**config.mk**
```make
export PLATFORM = sky130hd
export DESIGN_NAME = gain_latch_ctrl
export DESIGN_NICKNAME = d
export VERILOG_FILES = /design/src/rtl/glc_pkg.sv /design/src/rtl/glc_sync.sv /design/src/rtl/glc_edge.sv /design/src/rtl/glc_timing_mon.sv /design/src/rtl/glc_code_reg.sv /design/src/rtl/gain_latch_ctrl.sv
export SDC_FILE = /design/constraint.sdc
export NUM_CORES = 1
export LEC_CHECK = 0
export CAP_MARGIN = 20
export CORE_UTILIZATION = 52
export CTS_CLUSTER_DIAMETER = 80
export DETAILED_ROUTE_END_ITERATION = 8
export PLACE_DENSITY = 0.82
export SYNTH_ARGS = -nofsm -noshare
export SYNTH_HDL_FRONTEND = slang
export SYNTH_SLANG_ARGS = --single-unit
```
**constraint.sdc**
```tcl
create_clock -name clk -period 1.8 [get_ports clk]
set_clock_uncertainty 0.1 [all_clocks]
set_input_delay 0.18 -clock clk [delete_from_list [all_inputs] [get_ports clk]]
set_output_delay 0.18 -clock clk [all_outputs]
set_load 0.005 [all_outputs]
```
**src/rtl/glc_pkg.sv**
```systemverilog
package glc_pkg;

  typedef enum logic {
    MODE_FOLLOW = 1'b0,
    MODE_STROBE = 1'b1
  } glc_mode_e;

  // one sticky bit per timing monitor
  typedef struct packed {
    logic setup;
    logic hold;
    logic high;
    logic low;
  } glc_viol_t;

  localparam int VIOL_W = $bits(glc_viol_t);

endpackage

```
**src/rtl/glc_sync.sv**
```systemverilog
module glc_sync #(
  parameter int W      = 1,
  parameter int STAGES = 2
) (
  input  logic         clk,
  input  logic         rst,
  input  logic [W-1:0] d,
  output logic [W-1:0] q
);

  logic [W-1:0] stg [STAGES];

  genvar gi;
  generate
    for (gi = 0; gi < STAGES; gi++) begin : g_stage
      if (gi == 0) begin : g_first
        always_ff @(posedge clk) begin
          if (rst) stg[0] <= '0;
          else     stg[0] <= d;
        end
      end else begin : g_next
        always_ff @(posedge clk) begin
          if (rst) stg[gi] <= '0;
          else     stg[gi] <= stg[gi-1];
        end
      end
    end
  endgenerate

  assign q = stg[STAGES-1];

endmodule

```
**src/rtl/glc_edge.sv**
```systemverilog
module glc_edge #(
  parameter int CODE_W = 2
) (
  input  logic              clk,
  input  logic              rst,
  input  logic              strobe_s,
  input  logic [CODE_W-1:0] sel_s,
  input  logic              en,
  output logic              fall,
  output logic              rise,
  output logic              sel_chg
);

  logic              strobe_p;
  logic [CODE_W-1:0] sel_p;

  always_ff @(posedge clk) begin
    if (rst) begin
      strobe_p <= 1'b0;
      sel_p    <= '0;
    end else begin
      strobe_p <= strobe_s;
      sel_p    <= sel_s;
    end
  end

  assign fall    = en &  strobe_p & ~strobe_s;
  assign rise    = en & ~strobe_p &  strobe_s;
  assign sel_chg = (sel_s != sel_p);

endmodule

```
**src/rtl/glc_timing_mon.sv**
```systemverilog
module glc_timing_mon
  import glc_pkg::*;
#(
  parameter int SETUP_CYC = 2,
  parameter int HOLD_CYC  = 2,
  parameter int HIGH_CYC  = 3,
  parameter int LOW_CYC   = 3
) (
  input  logic      clk,
  input  logic      rst,
  input  logic      strobe_s,
  input  logic      fall,
  input  logic      rise,
  input  logic      sel_chg,
  input  logic      viol_clr,
  output glc_viol_t viol
);

  localparam int MAX_AB = (SETUP_CYC > HOLD_CYC) ? SETUP_CYC : HOLD_CYC;
  localparam int MAX_CD = (HIGH_CYC > LOW_CYC) ? HIGH_CYC : LOW_CYC;
  localparam int MAXC   = (MAX_AB > MAX_CD) ? MAX_AB : MAX_CD;
  localparam int CW     = $clog2(MAXC + 1) + 1;

  localparam logic [CW-1:0] SU_LIM   = CW'(SETUP_CYC);
  localparam logic [CW-1:0] HI_LIM   = CW'(HIGH_CYC);
  localparam logic [CW-1:0] LO_LIM   = CW'(LOW_CYC);
  localparam logic [CW-1:0] HD_START = (HOLD_CYC > 0) ? CW'(HOLD_CYC - 1) : '0;

  logic [CW-1:0] su_cnt, su_age;
  logic [CW-1:0] hd_win;
  logic [CW-1:0] hi_cnt, lo_cnt;
  glc_viol_t     bad, viol_q;

  // age of the current synchronised select value
  always_ff @(posedge clk) begin
    if (rst)                 su_cnt <= SU_LIM;
    else if (sel_chg)        su_cnt <= CW'(1);
    else if (su_cnt < SU_LIM) su_cnt <= su_cnt + CW'(1);
  end

  assign su_age = sel_chg ? '0 : su_cnt;

  // window after a fall in which the select must not move
  always_ff @(posedge clk) begin
    if (rst)              hd_win <= '0;
    else if (fall)        hd_win <= HD_START;
    else if (hd_win != 0) hd_win <= hd_win - CW'(1);
  end

  // run lengths of the synchronised strobe
  always_ff @(posedge clk) begin
    if (rst) begin
      hi_cnt <= '0;
      lo_cnt <= LO_LIM;
    end else begin
      if (!strobe_s)            hi_cnt <= '0;
      else if (hi_cnt < HI_LIM) hi_cnt <= hi_cnt + CW'(1);
      if (strobe_s)             lo_cnt <= '0;
      else if (lo_cnt < LO_LIM) lo_cnt <= lo_cnt + CW'(1);
    end
  end

  always_comb begin
    bad       = '0;
    bad.setup = fall && (su_age < SU_LIM);
    bad.hold  = (hd_win != 0) && sel_chg;
    bad.high  = fall && (hi_cnt < HI_LIM);
    bad.low   = rise && (lo_cnt < LO_LIM);
  end

  // sticky flags: a new breach has priority over the clear
  always_ff @(posedge clk) begin
    if (rst) viol_q <= '0;
    else     viol_q <= (viol_clr ? glc_viol_t'('0) : viol_q) | bad;
  end

  assign viol = viol_q;

endmodule

```
**src/rtl/glc_code_reg.sv**
```systemverilog
module glc_code_reg
  import glc_pkg::*;
#(
  parameter int CODE_W = 2,
  localparam int GAIN_W = 1 << CODE_W
) (
  input  logic              clk,
  input  logic              rst,
  input  glc_mode_e         mode,
  input  logic [CODE_W-1:0] sel_s,
  input  logic              fall,
  output logic [CODE_W-1:0] code,
  output logic [GAIN_W-1:0] gain,
  output logic              chg
);

  logic [CODE_W-1:0] code_nx;

  always_comb begin
    code_nx = code;
    if (mode == MODE_FOLLOW || fall) code_nx = sel_s;
  end

  always_ff @(posedge clk) begin
    if (rst) begin
      code <= '0;
      gain <= GAIN_W'(1);
      chg  <= 1'b0;
    end else begin
      code <= code_nx;
      gain <= GAIN_W'(1) << code_nx;
      chg  <= (code_nx != code);
    end
  end

endmodule

```
**src/rtl/gain_latch_ctrl.sv**
```systemverilog
module gain_latch_ctrl
  import glc_pkg::*;
#(
  parameter int CODE_W      = 2,
  parameter int SYNC_STAGES = 2,
  parameter int SETUP_CYC   = 2,
  parameter int HOLD_CYC    = 2,
  parameter int HIGH_CYC    = 3,
  parameter int LOW_CYC     = 3,
  localparam int GAIN_W = 1 << CODE_W
) (
  input  logic              clk,
  input  logic              rst,
  input  logic              load_strobe,
  input  logic [CODE_W-1:0] gain_sel,
  input  logic              latch_mode,
  input  logic              viol_clr,
  output logic [CODE_W-1:0] gain_exp,
  output logic [GAIN_W-1:0] gain_val,
  output logic              gain_chg,
  output logic              setup_err,
  output logic              hold_err,
  output logic              high_err,
  output logic              low_err
);

  localparam int BUS_W = CODE_W + 1;

  logic [BUS_W-1:0]  raw_bus, sync_bus;
  logic              strobe_s;
  logic [CODE_W-1:0] sel_s;
  logic              fall, rise, sel_chg;
  glc_mode_e         mode;
  glc_viol_t         viol;

  assign raw_bus = {load_strobe, gain_sel};
  assign mode    = latch_mode ? MODE_STROBE : MODE_FOLLOW;

  glc_sync #(.W(BUS_W), .STAGES(SYNC_STAGES)) u_sync (
    .clk (clk),
    .rst (rst),
    .d   (raw_bus),
    .q   (sync_bus)
  );

  assign strobe_s = sync_bus[BUS_W-1];
  assign sel_s    = sync_bus[CODE_W-1:0];

  glc_edge #(.CODE_W(CODE_W)) u_edge (
    .clk      (clk),
    .rst      (rst),
    .strobe_s (strobe_s),
    .sel_s    (sel_s),
    .en       (mode == MODE_STROBE),
    .fall     (fall),
    .rise     (rise),
    .sel_chg  (sel_chg)
  );

  glc_timing_mon #(
    .SETUP_CYC (SETUP_CYC),
    .HOLD_CYC  (HOLD_CYC),
    .HIGH_CYC  (HIGH_CYC),
    .LOW_CYC   (LOW_CYC)
  ) u_mon (
    .clk      (clk),
    .rst      (rst),
    .strobe_s (strobe_s),
    .fall     (fall),
    .rise     (rise),
    .sel_chg  (sel_chg),
    .viol_clr (viol_clr),
    .viol     (viol)
  );

  glc_code_reg #(.CODE_W(CODE_W)) u_code (
    .clk   (clk),
    .rst   (rst),
    .mode  (mode),
    .sel_s (sel_s),
    .fall  (fall),
    .code  (gain_exp),
    .gain  (gain_val),
    .chg   (gain_chg)
  );

  assign setup_err = viol.setup;
  assign hold_err  = viol.hold;
  assign high_err  = viol.high;
  assign low_err   = viol.low;

endmodule

```
# After elaboration in Yosys (flattened, before gate mapping)

Memories as Yosys holds them, arrays and structs flattened.
Cells that the tools add are included.

Flip-flop bits (word level): 26
Bits in writable memories: 6
Output and inout bits: 11
Logic and storage cells: 66
Memories kept: 1

Memory list:

| memory     | depth | bits a word | read ports | clocked after Yosys merged registers in | write ports | RTL line       | source |
|---|---|---|---|---|---|---|---|
| u_sync.stg | 2     | 3           | 2          | 0                                       | 2           | glc_sync.sv:11 | `logic [W-1:0] stg [STAGES];` |

Add/sub/neg operators: 4
$lt $le $gt $ge: 4
Equal/unequal tests: 2
Shift-type cells: 1
Mux-type cells: 15
Bitwise logic cells: 10
Reduce and logical (&&, ||, !) cells: 13

Operators by type and width:

| cell                                               | count |
|---|---|
| < comparator 3 x 2 -> 1 bit, second input constant | 4 |
| 2-to-1 mux 2 bit                                   | 5 |
| adder 3 x 1 -> 3 bit, second input constant        | 3 |
| 2-to-1 mux 3 bit                                   | 3 |
| OR reduction 2 bit                                 | 4 |
| 2-to-1 mux 1 bit                                   | 6 |
| nonzero test 2 bit                                 | 3 |
| AND 1 bit                                          | 4 |
| logical AND 1 bit                                  | 4 |
| 2-to-1 mux 4 bit                                   | 1 |
| inequality test 2 bit                              | 2 |
| bitwise OR 4 bit                                   | 1 |
| << shifter 1 x 2 -> 4 bit, first input constant    | 1 |
| inverter 1 bit                                     | 3 |
| nonzero test 3 bit                                 | 1 |
| subtractor 3 x 1 -> 3 bit, second input constant   | 1 |
| bitwise OR 1 bit                                   | 2 |
| logical OR 1 bit                                   | 1 |

# Depth between registers and ports, before layout

Depth after elaboration: 6
Gate-level depth with buffers: 5

# Hierarchy

From an unflattened synthesis, not the netlist that was laid out.

Cell total of the unflattened synthesis: 132
Area, all modules: 1251.2 µm²

Modules (own cells, without submodules):

| module         | times used | cells each | area an instance (µm²) | sequential area each (µm²) |
|---|---|---|---|---|
| glc_timing_mon | 1          | 76         | 699.4                  | 320.3 |
| glc_code_reg   | 1          | 31         | 279.0                  | 140.1 |
| glc_sync       | 1          | 12         | 157.7                  | 120.1 |
| glc_edge       | 1          | 13         | 115.1                  | 60.1 |

# Least setup slack after synthesis

Ideal clock, no wire load.

Kind: register to register
Start point: reg u_mon.hd_win[0]
End point: reg u_mon.hd_win[1]
Library setup time: 0.103 ns
Data arrival time: 1.074 ns
Required time: 1.597 ns
Path slack: 0.522 ns
Cell stages (with the launch flop): 6
Path buffers: 0
Path through: dfxtp_1 -> inv_1 -> ha_1 -> nand2b_1 -> nor2_1 -> a2111oi_2

Longest elaborated chain between the ends: 1
Elaborated cells between the ends (all ways): 2
Those cells by class: add/sub (1); reduce/logical (1)

Ends and longest elaborated chain:

| item                                                            | RTL line             | source |
|---|---|---|
| start, declared                                                 | glc_timing_mon.sv:30 | `logic [CW-1:0] hd_win;` |
| start signal, assigned                                          | glc_timing_mon.sv:47 | `else if (hd_win != 0) hd_win <= hd_win - CW'(1);` |
| subtractor 3 x 1 -> 3 bit or nonzero test 3 bit (tied branches) | glc_timing_mon.sv:47 |  |

Several ways; a longest one is shown, not always the timed one.
A chain may end at the register's enable or synchronous reset.

# Worst setup path in the final report

Start point: reg u_code.code[0]
End point: out gain_exp[0]

RTL lines:

| item                   | RTL line              | source |
|---|---|---|
| start, declared        | glc_code_reg.sv:12    | `output logic [CODE_W-1:0] code,` |
| start signal, assigned | glc_code_reg.sv:30    | `code <= code_nx;` |
| end, declared          | gain_latch_ctrl.sv:18 | `output logic [CODE_W-1:0] gain_exp,` |

No word-level cell between the ends.

==> summary.txt <==
Timing
  • RSZ-0062 raised after global routing: false
  • Setup Viol. Count Final: 0
  • Max Fclk: 0.6176 GHz
  • Worst slew margin: about three quarters
  • Fin. Hold Viols: 0
  • Tightest Pin Transition: 0.3573 ns
  • Minimum clock period: 1.619 ns
  • Fin Setup TNS: 0 ns
  • Max-slew violation count: 0
  • Crit share post-route: 89.95%

Worst setup path
  • CP Depth: 1
  • CP max stage delay: 0.55 ns
  • CP Capture Type: output port
  • Worst Path Buf+Inv: 1
  • Worst setup SP type: flip-flop
  • Crit path cell chain: clkdlybuf4s50_1
  • Data arrival, critical path: 1.34 ns
  • Critical path required time: 1.52 ns
  • Reg2Reg Depth: 3
  • CP top delay family: buffers and inverters
  • Slowest-stage cell, CP: clkdlybuf4s50_1
  • Crit Path Class: flip-flop to output port
  • Crit-path max FO: 7

Synthesis
  • Synth Flop Type: dfxtp_1
  • Top cell type's share of synthesized area: 49.42%
  • Synthesized area: 0.001296 sq mm
  • Synth Register Bits: 32
  • Syn Area/Cell: 9.462 sq um
  • Dominant cell type by area after synthesis: dfxtp_1
  • EDFF count, synth: 0
  • Asr flop ratio synth: 0%
  • Most common cell in the synthesized netlist: dfxtp_1
  • Commonest cells post-synth: dfxtp_1, a21oi_1, nor2_1, inv_1, nor2b_1
  • Yosys cell types: 36
  • Synthesis warning total: 0
  • Register area share after synthesis: 49.42%
  • Synth Instances: 137
  • Syn Nets: between 100 and 150
  • Synth area leaders: dfxtp_1, a21oi_1, ha_1, nor2b_1, nor2_1

Power
  • Leak Pwr: 0.6042 nW
  • Pwr Density: 1026 mW/mm^2
  • Max IR drop VDD: 0.8524 mV

Final layout
  • Layout cell share with drive strength beyond 1: around 8.4%
  • Area Growth Syn to Fin: 18.24%
  • Non-Filler Instances: 183
  • Ant. Diodes: 0
  • Final Cell Area: 0.001533 sq mm
  • Nets: ~170

GRT
  • First-pass GRT wire length: ~3900 um
  • Overflow after GRT: 0
  • Grt met2 use: ~33%
  • Initial antenna violation count: 0
  • Vias in the first global route: 912
  • Grt met1 use: 23.59%
  • Largest net degree at the start of global routing: 29
  • GRT Overall Usage: 20.31%
  • GR peak layer: met2
  • Met3 usage: 7.895%

Placed design
  • RD Place Congestion: 0.7758
  • Area post-placement: 0.001468 sq mm
  • Placed cell count: 176
  • Port bufs: 17
  • HPWL Detailed: about 1700 um

Clock network
  • CTS Buf Count: 5
  • Post CTS Setup Buffer Count: 0
  • CTS-repair resized insts: 0
  • # hold bufs at CTS: 0
  • Root buf cell: clkbuf_4
  • Clk Latency, worst-skew pair: approximately 0.33 ns
  • Max clock buf depth: 2
  • H-Tree Depth: 2
  • Clock-pin slew on the worst setup and hold paths: 0.09 ns
  • CTS tree: yes
  • Clk sinks: 32

Hold path
  • Hold Path Depth: 2
  • Min-Delay Path Class: primary input to flip-flop

Routing
  • WL per Instance: 12.54 um
  • WL final: 2295 um
  • Vias per cell: 5.497
  • Post-route DRC: 0
  • Vias: 1006
  • Remaining antenna violation count: 0
  • DR pass1 iterations: 4
  • Iter 0 DRT Violations: 16

Run
  • Max-cap check violation count: 0

Outcome
  • Status: finished, final reports clean

Floorplanning
  • Die footprint: 0.002696 sq mm
  • Top Ports: 18
  • Rows: 17
  • Starting Density: 56.95%
  • Die Width: about 52 um
  • DIE HEIGHT: 51.93 um
  • Core area: 0.002276 sq mm
## cell families after synthesis
kind of cell	after synthesis	share of synthesized area, %
and+or+nand+nor	41	16.89
AOI/OAI and AO/OA	34	17.28
DFF	32	49.42
buffers and inverters	18	6.660
xor gates and xnor gates	6	4.054
adders and majority gates	5	4.826
muxes	1	0.8687
## area by class of cell
cell class | instances | area (sq um)
Timing Repair Buffer | 19 | 185.2
Tap cell | 28 | 35.03
Sequential cell | 32 | 640.6
Clock buffer | 7 | 65.06
Inverter | 10 | 37.54
Fill cell | 189 | 743.2
Multi-Input combinational cell | 87 | 569.3
## power by group
part / switching, W / internal [W] / total, W
Clock: 0.000229 / 0.000221 / 0.000450
Sequential: 0.0000444 / 0.000770 / 0.000814
Combinational: 0.000153 / 0.000155 / 0.000308
Total: 0.000426 / 0.00115 / 0.00157
## sequential cells by signal, summed over array words and instances (netlist names)
name	cells
u_code.chg	1
u_code.code	2
u_code.gain	4
u_edge.sel_p	2
u_edge.strobe_p	1
u_mon.hd_win	3
u_mon.hi_cnt	3
u_mon.lo_cnt	3
u_mon.su_cnt	3
u_mon.viol	4
u_sync.stg	6
## through the flow
stage / hold WS [ns] / setup slack (ns) / utilization (%) / power [W]
after floorplan: 0.2082 / 0.5223 / - / 0.001054
after global placement: 0.3188 / 0.3761 / 64.49 / 0.001116
after detailed placement: 0.3339 / 0.3244 / 64.49 / 0.001138
final: 0.2936 / 0.1809 / 67.34 / 0.001572
after global routing: 0.3026 / 0.1182 / 67.34 / 0.001660
after CTS: 0.2903 / 0.1773 / 67.34 / 0.001578
## worst paths after layout
kind                            slack, ns                        start                           to
worst max register to register       0.37  u_sync.stg[1][2]$_SDFF_PP0_    u_code.gain[0]$_SDFF_PP1_
worst max-delay path                 0.18    u_code.code[0]$_SDFF_PP0_                  gain_exp[0]
worst min register to register       0.35  u_sync.stg[0][2]$_SDFF_PP0_  u_sync.stg[1][2]$_SDFF_PP0_
worst min-delay path                 0.29                  gain_sel[0]  u_sync.stg[0][0]$_SDFF_PP0_
## layout by cell type, fill, tap and decap left out, drive strengths merged, types with 2 or more instances in the layout
cell / instances
nand3: 2
a211oi: 2
ha: 5
a21oi: 15
nor2b: 7
nand2: 5
nor2: 11
clkbuf: 7
dfxtp: 32
nor3: 3
o21ai: 6
nand2b: 5
o211ai: 3
xnor2: 4
xor2: 2
buf: 2
nand4b: 2
inv: 10
clkdlybuf4s50: 17
## metal layers
metal	share of wire [%]	up-vias	wire, um
met5	0	-	0
met4	1.5	0	35
met3	5.8	5	134
met2	48	27	1107
met1	44	470	1018
li1	-	504	-
Power figures use the tool's default switching activity.
